## src/rtl/tmr_rd_pkg.sv

```systemverilog
package tmr_rd_pkg;

  typedef enum logic [1:0] {
    FMT_NONE = 2'b00,
    FMT_LO   = 2'b01,
    FMT_HI   = 2'b10,
    FMT_LOHI = 2'b11
  } acc_fmt_e;

  // A read ends the sequence unless it is the low half of a two-byte access
  function automatic logic last_byte(input logic [1:0] fmt, input logic ptr);
    return (fmt != FMT_LOHI) || ptr;
  endfunction

  // Which half a read presents: 1 means the high byte
  function automatic logic high_half(input logic [1:0] fmt, input logic ptr);
    return (fmt == FMT_HI) || ((fmt == FMT_LOHI) && ptr);
  endfunction

endpackage

```

## src/rtl/rd_ptr_ctl.sv

```systemverilog
module rd_ptr_ctl
  import tmr_rd_pkg::*;
(
  input  logic       clk,
  input  logic       rst_n,
  input  logic       rd_hit,
  input  logic [1:0] fmt,
  input  logic       reprog,
  output logic       ptr_q,
  output logic       final_rd,
  output logic       hi_sel
);

  always_comb begin
    final_rd = rd_hit && last_byte(fmt, ptr_q);
    hi_sel   = high_half(fmt, ptr_q);
  end

  always_ff @(posedge clk or negedge rst_n) begin
    if (!rst_n)                             ptr_q <= 1'b0;
    else if (reprog)                        ptr_q <= 1'b0;
    else if (rd_hit && (fmt == FMT_LOHI))   ptr_q <= ~ptr_q;
  end

  AST_REPROG_PTR: assert property (@(posedge clk) disable iff (!rst_n)
    reprog |=> !ptr_q);

  AST_PTR_IDLE: assert property (@(posedge clk) disable iff (!rst_n)
    (!rd_hit && !reprog) |=> $stable(ptr_q));

  AST_PTR_SINGLE: assert property (@(posedge clk) disable iff (!rst_n)
    (rd_hit && !reprog && fmt != FMT_LOHI) |=> ptr_q == $past(ptr_q));

endmodule

```

## src/rtl/ol_hold.sv

```systemverilog
module ol_hold #(
  parameter int CNT_W = 16
) (
  input  logic             clk,
  input  logic             rst_n,
  input  logic [CNT_W-1:0] live,
  input  logic             latch_cmd,
  input  logic             final_rd,
  input  logic             reprog,
  output logic [CNT_W-1:0] ol_val,
  output logic             held_q
);

  logic [CNT_W-1:0] hold_q;
  logic             take;

  // Capture when nothing is held, or when the held value is consumed this cycle
  assign take   = latch_cmd && !reprog && (!held_q || final_rd);
  assign ol_val = held_q ? hold_q : live;

  always_ff @(posedge clk or negedge rst_n) begin
    if (!rst_n) begin
      held_q <= 1'b0;
      hold_q <= '0;
    end else if (reprog) begin
      held_q <= 1'b0;
    end else if (take) begin
      held_q <= 1'b1;
      hold_q <= live;
    end else if (final_rd) begin
      held_q <= 1'b0;
    end
  end

  AST_CAPTURE: assert property (@(posedge clk) disable iff (!rst_n)
    (latch_cmd && !reprog && !held_q) |=> held_q && ol_val == $past(live));

  AST_SECOND_IGNORED: assert property (@(posedge clk) disable iff (!rst_n)
    (held_q && !final_rd && !reprog) |=> held_q && $stable(ol_val));

  AST_RELEASE: assert property (@(posedge clk) disable iff (!rst_n)
    (held_q && final_rd && !latch_cmd && !reprog) |=> !held_q);

  AST_REPROG_CLR: assert property (@(posedge clk) disable iff (!rst_n)
    reprog |=> !held_q);

endmodule

```

## src/rtl/rd_mux.sv

```systemverilog
module rd_mux #(
  parameter int BYTE_W = 8,
  localparam int CNT_W = 2 * BYTE_W
) (
  input  logic [CNT_W-1:0]  ol_val,
  input  logic              hi_sel,
  input  logic              rd_hit,
  output logic [BYTE_W-1:0] rd_data
);

  always_comb begin
    rd_data = '0;
    if (rd_hit) rd_data = hi_sel ? ol_val[CNT_W-1:BYTE_W] : ol_val[BYTE_W-1:0];
  end

endmodule

```

## src/rtl/tmr_rd_latch.sv

```systemverilog
module tmr_rd_latch #(
  parameter int BYTE_W = 8,
  localparam int CNT_W = 2 * BYTE_W
) (
  input  logic              clk,
  input  logic              rst_n,
  input  logic [CNT_W-1:0]  live_cnt,
  input  logic              latch_cmd,
  input  logic [1:0]        acc_fmt,
  input  logic              reprog,
  input  logic              rd_en,
  input  logic              rd_sel,
  output logic [BYTE_W-1:0] rd_data
);

  logic             rd_hit;
  logic             ptr_q;
  logic             final_rd;
  logic             hi_sel;
  logic             held_q;
  logic [CNT_W-1:0] ol_val;

  assign rd_hit = rd_en && rd_sel;

  rd_ptr_ctl u_ptr (
    .clk      (clk),
    .rst_n    (rst_n),
    .rd_hit   (rd_hit),
    .fmt      (acc_fmt),
    .reprog   (reprog),
    .ptr_q    (ptr_q),
    .final_rd (final_rd),
    .hi_sel   (hi_sel)
  );

  ol_hold #(.CNT_W(CNT_W)) u_hold (
    .clk       (clk),
    .rst_n     (rst_n),
    .live      (live_cnt),
    .latch_cmd (latch_cmd),
    .final_rd  (final_rd),
    .reprog    (reprog),
    .ol_val    (ol_val),
    .held_q    (held_q)
  );

  rd_mux #(.BYTE_W(BYTE_W)) u_mux (
    .ol_val  (ol_val),
    .hi_sel  (hi_sel),
    .rd_hit  (rd_hit),
    .rd_data (rd_data)
  );

  AST_IDLE_ZERO: assert property (@(posedge clk) disable iff (!rst_n)
    !rd_hit |-> rd_data == '0);

  AST_LATCH_NO_PTR: assert property (@(posedge clk) disable iff (!rst_n)
    (latch_cmd && !rd_hit && !reprog) |=> ptr_q == $past(ptr_q));

  AST_COINCIDE: assert property (@(posedge clk) disable iff (!rst_n)
    (held_q && final_rd && latch_cmd && !reprog) |=> held_q && ol_val == $past(live_cnt));

endmodule

```

## config.mk

```make
export PLATFORM = sky130hd
export DESIGN_NAME = tmr_rd_latch
export DESIGN_NICKNAME = d
export VERILOG_FILES = /design/src/rtl/tmr_rd_pkg.sv /design/src/rtl/rd_ptr_ctl.sv /design/src/rtl/ol_hold.sv /design/src/rtl/rd_mux.sv /design/src/rtl/tmr_rd_latch.sv
export SDC_FILE = /design/constraint.sdc
export NUM_CORES = 1
export LEC_CHECK = 0
export BUFFER_PORTS_ARGS = -buffer_cell sky130_fd_sc_hd__buf_2
export CAP_MARGIN = 20
export CORE_ASPECT_RATIO = 1.75
export CORE_MARGIN = 3
export CORE_UTILIZATION = 46
export DETAILED_ROUTE_END_ITERATION = 16
export PLACE_DENSITY = 0.83
export RECOVER_POWER = 50
export SETUP_SLACK_MARGIN = 0.15
export SLEW_MARGIN = 20
export SYNTH_ARGS = -nofsm -noshare
export SYNTH_HDL_FRONTEND = slang
export SYNTH_HIERARCHICAL = 1
export SYNTH_SLANG_ARGS = --single-unit
```

## constraint.sdc

```tcl
create_clock -name clk -period 1.29 [get_ports clk]
set_input_delay 0.0645 -clock clk [delete_from_list [all_inputs] [get_ports clk]]
set_output_delay 0.0645 -clock clk [all_outputs]
set_load 0.01 [all_outputs]
```

==> results of run 1 <==
-- cell usage after synthesis, types with 3 or more instances --
master   count
mux2_2      22
dfrtp_1     18
mux2_4      11
nor2b_1     11
mux2i_1      8
buf_6        3
-- routing by layer --
metal	vias up	GRT usage [%]	part of all wire, %
met4	0	6.040	1.2
met1	391	18.45	36
met3	4	3.266	4.1
met2	19	35.42	59
met5	-	0	0
li1	376	-	-
-- kinds of logic after synthesis --
| family | Yosys count | synth area share [%] |
|---|---|---|
| simple gates | 16 | 10.94 |
| buf+inv | 5 | 3.794 |
| mux | 41 | 43.97 |
| compound gates | 2 | 1.116 |
| flops | 18 | 40.18 |
-- how the worst max path moves through the flow --
| stage | to | from | depth (start not counted) |
|---|---|---|---|
| 2_1_floorplan | u_hold/hold_q[0] | u_ptr/ptr_q | 6 |
| 3_3_place_gp | u_hold/hold_q[8] | u_ptr/ptr_q | 5 |
| 3_5_place_dp | u_hold/hold_q[9] | u_ptr/ptr_q | 5 |
| 4_1_cts | rd_data[6] | u_hold/held_q | 5 |
| 5_1_grt | rd_data[1] | u_hold/held_q | 5 |
| 6_report | rd_data[0] | u_hold/held_q | 5 |
-- flip-flops by register name, summed over array words and instances, names as in the netlist --
name / flops
u_ptr/ptr_q: 1
u_hold/held_q: 1
u_hold/hold_q: 16
-- final cells by class --
| class | instances | area share [%] |
|---|---|---|
| Multi-Input combinational cell | 59 | 45.04 |
| Sequential cell | 18 | 28.88 |
| Timing Repair Buffer | 45 | 20.32 |
| Clock buffer | 4 | 3.520 |
| Tap cell | 25 | 2.000 |
| Inverter | 1 | 0.2400 |
-- power groups by stage --
stage / clock [mW] / combinational [mW] / sequential (mW)
2_1_floorplan: 0 / 0.331 / 0.707
3_3_place_gp: 0 / 0.414 / 0.720
3_5_place_dp: 0 / 0.434 / 0.730
4_1_cts: 0.474 / 0.497 / 0.723
5_1_grt: 0.494 / 0.549 / 0.736
6_report: 0.461 / 0.510 / 0.727
-- critical path, cell delays in order (launching register included) --
cell and delay [ns]:
dfrtp_2 0.44, buf_6 0.15, mux2_4 0.29, mux2i_1 0.15, nor2b_1 0.06, buf_2 0.13
-- what timing repair did --
action,CTS,global route
pin swaps,1,1
resized for setup,10,8
buffers inserted,5,1
hold endpoints to repair,19,0
endpoints found under the setup margin,24,24
hold buffers,2,0
-- per-stage QoR --
stage	total power, mW	hold WS, ns	TNS, ns	cells	worst slack (ns)
after floorplan	1.037	-0.2311	-1.143	82	-0.1143
after detailed placement	1.165	0.01943	-3.664	140	-0.2366
after global routing	1.779	0.05645	-6.306	152	-0.3182
final	1.698	0.05951	-4.983	152	-0.2518
after global placement	1.134	0.01502	-2.595	140	-0.1678
after CTS	1.694	0.05328	-4.431	151	-0.2595
==> results.md, run 1 <==
- Final WL: 2.536 mm
- Post-place instance area: 1356 um2
- Die W: 43.32 um
- Synth async-reset ratio: 100.0%
- Post-synthesis cell area: 1121 um2
- Layout cell share with drive strength beyond 1: 68.50%
- Nets: 152
- Lkg Pwr: 0.8123 nW
- Post-synthesis register bit count: 18
- R2R Setup Slk: -0.21 ns
- Root Driver: clkbuf_8
- Internal power: 1.274 mW
- Clk Latency, worst-skew pair: 0.25 ns
- Minimum clock period after layout: 1.542 ns
- Sw Pwr: 0.4241 mW
- Initial antenna violation count: 0
- Synth Warn #: 6
- Core box area: 2302 um2
- WS Path Type: reg2out
- Routed Antenna Nets: 0
- Worst rel slew slack: 69.44%
- Die Y: 71.31 um
- Worst-path clk slew: 0.07 ns
- Clock Skews: 0.003491 ns
- Initial Util: 48.70%
- First-pass GRT wire length: 4.291 mm
- Critical Path AT: 1.48 ns
- Worst setup margin: -0.2518 ns
- Rows: 23
- Post-synth EDFFs: 0
- Fin. max-slew vios: 0
- Clk sinks: 18
- # IOs: 32
- Clock Power Share: 27.1%
- Via Count: 790
- Leading area contributor after synthesis: dfrtp_1
- Net Sw Frac: 24.97%
- Worst reg2reg path startpoint: u_ptr/ptr_q
- CTS max path bufs: 2
- CP Max Fanout: 6
- Largest net degree at the start of global routing: 19
- Synth Area per Inst: 13.67 um2
- Worst Path Required: 1.23 ns
- Measured slew at the worst slew-check pin: 0.4584 ns
- Detail Placement HPWL: 1.773 mm
- Post-Syn Instances: 82
- Flop pwr share: 42.8%
- Worst setup SP type: flip-flop
- TritonRoute pass-1 iters: 2
- R2R cell count: 6
- Die area: 3089 um2
- VDD IR max: 0.0008508 V
- Syn Nets: 106
- Hold Startpoint: live_cnt[13]
- Area Overhead vs Synth: 39.51%
- TritonCTS Buffers: 3
- GPL Wtd Cong: 0.6904
- Top cell type's share of synthesized area: 40.18%
- WL per Instance: 16.68 um
- I/O Buffers: 31
- Drt drc: 0
- Commonest cells after routing, fill and taps aside: buf_2, mux2_4, dfrtp_1
- Antenna cells: 0
- Final core occ: 67.93%
- Design Area, Final: 1564 um2
- Synth cell types: 15
- Total GRT Usage: 18.22%
- Fmax: 0.6486 GHz
- Htree depth: 1
- Register area: 451.7 um2
- Reg-to-Reg End: u_hold/hold_q[7]
- Area of the multi-input gates: 704.4 um2
- Status: finished, violations left
- Worst Setup End Kind: primary output
- Total grt overflow: 0
- HP Class: in2reg
- Period utilization: 119.5%
- Hold endpoint: u_hold/hold_q[13]
- Unrepaired setup endpoints after global routing: yes
- Combinational Power Share: 30.1%
- Failing checks: setup timing
- Final Hold Fails: 0
- CTS tree: yes
- Hold depth: 2
- Pwr Density: 1086 nW/um2
- Number of global-route vias before repair: 953
- Final setup fails: 24
- Synth Flop Type: dfrtp_1
- Vias/cell: 5.197
- Initial DRC Count: 6
- Top cells by area, synth: dfrtp_1, mux2_2, mux2_4, mux2i_1, nor2b_1
- Sequential area share after synthesis: 40.18%
- Max-cap violations: 0
- Layout fillers: 167
- Most common cell after layout, fill and taps aside: buf_2
Power figures use the tool's default switching activity.
==> run 2: changes to the inputs <==
--- a/config.mk
+++ b/config.mk
@@ -7,11 +7,10 @@
 export LEC_CHECK = 0
 export BUFFER_PORTS_ARGS = -buffer_cell sky130_fd_sc_hd__buf_2
 export CAP_MARGIN = 20
-export CORE_ASPECT_RATIO = 1.75
 export CORE_MARGIN = 3
-export CORE_UTILIZATION = 46
+export CORE_UTILIZATION = 50
 export DETAILED_ROUTE_END_ITERATION = 16
-export PLACE_DENSITY = 0.83
+export PLACE_DENSITY = 0.85
 export RECOVER_POWER = 50
 export SETUP_SLACK_MARGIN = 0.15
 export SLEW_MARGIN = 20
==> constraint.sdc (replaced) <==
create_clock -name clk -period 1.6 [get_ports clk]
set_input_delay 0.08 -clock clk [delete_from_list [all_inputs] [get_ports clk]]
set_output_delay 0.08 -clock clk [all_outputs]
set_load 0.01 [all_outputs]
==> results.md, run 2 (synthesis gave the netlist of run 1 again) <==
- Status: finished, violations left
- Failing checks: setup timing
- Largest register FFs: 16 (unchanged)
- Routed Antenna Nets: 0 (unchanged)
- Measured slew at the worst slew-check pin: 0.9865 ns (+0.5281 ns)
- # IOs: 32 (unchanged)
- Final WL: 2.433 mm (-4.1%)
- I/O Buffers: 31 (unchanged)
- Area Overhead vs Synth: 35.38%
- Critical path's top delay family: multiplexers
- Register area: 451.7 um2 (unchanged)
- Crit-path slowest cell: dfrtp_2
- Antenna cells: 0 (unchanged)
- Largest net degree at the start of global routing: 19 (unchanged)
- Worst setup SP type: flip-flop
- Rows: 16 (-30%)
- Clk sinks: 18 (unchanged)
- Die W: 53.35 um (+23%)
- Worst rel slew slack: 34.23% (-35 points)
- Total GRT Usage: 19.32% (+1.1 points)
- Biggest regs: u_hold/hold_q: 16 flops, u_hold/held_q: 1 flops, u_ptr/ptr_q: 1 flops
- Period utilization: 104.3%
- Die Y: 53.35 um (-25%)
- CTS tree: yes
- Vias/cell: 5.179 (-0.36%)
- Area of the multi-input gates: 714.4 um2 (+1.4%)
- Initial Util: 54.90% (+6.2 points)
- Initial DRC Count: 5 (-1)
- TritonCTS Buffers: 3 (unchanged)
- Commonest cells after routing, fill and taps aside: buf_2, mux2_4, dfrtp_1
- Drt drc: 0 (unchanged)
- WL per Instance: 16.11 um (-3.4%)
- Final core occ: 74.33% (+6.4 points)
- Minimum clock period after layout: 1.669 ns
- Worst setup margin: -0.06875 ns (+0.1830 ns)
- Layout fillers: 146 (-13%)
- Max-cap violations: 0 (unchanged)
- R2R cell count: 6 (unchanged)
- Htree depth: 1 (unchanged)
- Final setup fails: 8 (-67%)
- Crit path buffers/inverters: 2 (unchanged)
- CP max stage delay: 0.46 ns (+0.02 ns)
- Crit-path cells: buf_6 > mux2_4 > mux2i_1 > nor2b_1 > buf_2
- VDD IR max: 0.0008180 V (-3.8%)
- Unrepaired setup endpoints after global routing: yes
- Pwr Density: 837.2 nW/um2 (-23%)
- Design Power: 1.271 mW (-25%)
- Final Hold Fails: 0 (unchanged)
- Core box area: 2042 um2 (-11%)
- Layout cell share with drive strength beyond 1: 66.94% (-1.6 points)
- Total grt overflow: 0 (unchanged)
- CP Max Fanout: 6 (unchanged)
- Worst Path Required: 1.52 ns (+0.29 ns)
- Via Count: 782 (-1.0%)
- GPL Wtd Cong: 0.7277 (+5.4%)
- Lkg Pwr: 0.7933 nW (-2.3%)
- Detail Placement HPWL: 1.520 mm (-14%)
- Clock Skews: 0.004115 ns (+0.0006243 ns)
- Die area: 2846 um2 (-7.9%)
- Post-Place Worst Slack: -0.09213 ns (+0.1445 ns)
- Critical Path AT: 1.59 ns (+0.11 ns)
- CTS max path bufs: 2 (unchanged)
- Worst-path clk slew: 0.10 ns (+0.03 ns)
- Fin. max-slew vios: 0 (unchanged)
- Fmax: 0.5993 GHz
- Worst Setup End Kind: primary output
- Hold depth: 2 (unchanged)
- HP Class: in2reg
- Number of global-route vias before repair: 851 (-11%)
- Root Driver: clkbuf_4
- TritonRoute pass-1 iters: 2 (unchanged)
- Most common cell after layout, fill and taps aside: buf_2
- Clk Latency, worst-skew pair: 0.30 ns (+0.05 ns)
- First-pass GRT wire length: 3.926 mm (-8.5%)
- Cell depth of the worst setup path: 5 (unchanged)
- Nets: 149 (-2.0%)
- Initial antenna violation count: 0 (unchanged)
- Largest Register: u_hold/hold_q
- WS Path Type: reg2out
## run 2: changes by cell type in the layout (fill, tap and decap cells not counted), sizes merged
| cell | delta |
|---|---|
| buf | -3 |
## run 2: layout make-up
type | count | area share, %
multi-input combinational | 59 | 47.07
clock buffer | 4 | 2.391
inverter | 1 | 0.2473
sequential | 18 | 29.76
timing repair buffer | 42 | 18.30
tap | 27 | 2.226
## run 2: worst paths after layout
path / startpoint / to / slack, ns
worst max-delay path: u_hold/held_q / rd_data[1] / -0.07
worst min-delay path: live_cnt[4] / u_hold/hold_q[4] / 0.03
worst max register to register: u_ptr/ptr_q / u_hold/hold_q[12] / 0.12
worst min register to register: u_hold/hold_q[2] / u_hold/hold_q[2] / 0.51
max in group asynchronous: rst_n / u_hold/held_q / 0.48
min in group asynchronous: rst_n / u_hold/hold_q[9] / 0.46
## run 2: power by group
group | total, mW | switching, mW | internal (mW)
logic | 0.408 | 0.138 | 0.269
registers | 0.582 | 0.0477 | 0.534
clock network | 0.281 | 0.142 | 0.139
## run 2: per-stage QoR
stage	hold WS, ns	setup TNS (ns)	instance area, um2	cells
after floorplan	-0.2156	0	1121	82
after global placement	0.03096	-0.2548	1294	139
after detailed placement	0.03775	-0.5549	1294	139
after CTS	0.01640	-0.4487	1488	150
after global routing	0.008175	-0.8343	1518	151
final	0.02594	-0.1690	1518	151
## run 2: per-layer routing
layer	GRT usage [%]	vias to the layer above	wire length [um]
li1	-	376	-
met1	24.96	375	1073
met2	32.04	27	1174
met3	2.817	4	140
met4	7.660	0	44
met5	0	-	0
## run 2: repair_timing
action / CTS / global route
setup buffers: 4 / 1
cloned: 1 / 0
gates resized for setup: 23 / 6
endpoints found under the hold margin: 19 / 0
hold buffers: 2 / 0
setup endpoints to repair: 24 / 24
pin swaps: 2 / 0
## run 2: worst reg2reg max path, stage by stage (launching register included)
cell	delay, ns
dfrtp_1	0.43
nor2b_4	0.17
a21boi_2	0.07
nand2b_4	0.15
nand3b_4	0.10
buf_12	0.14
mux2_4	0.30
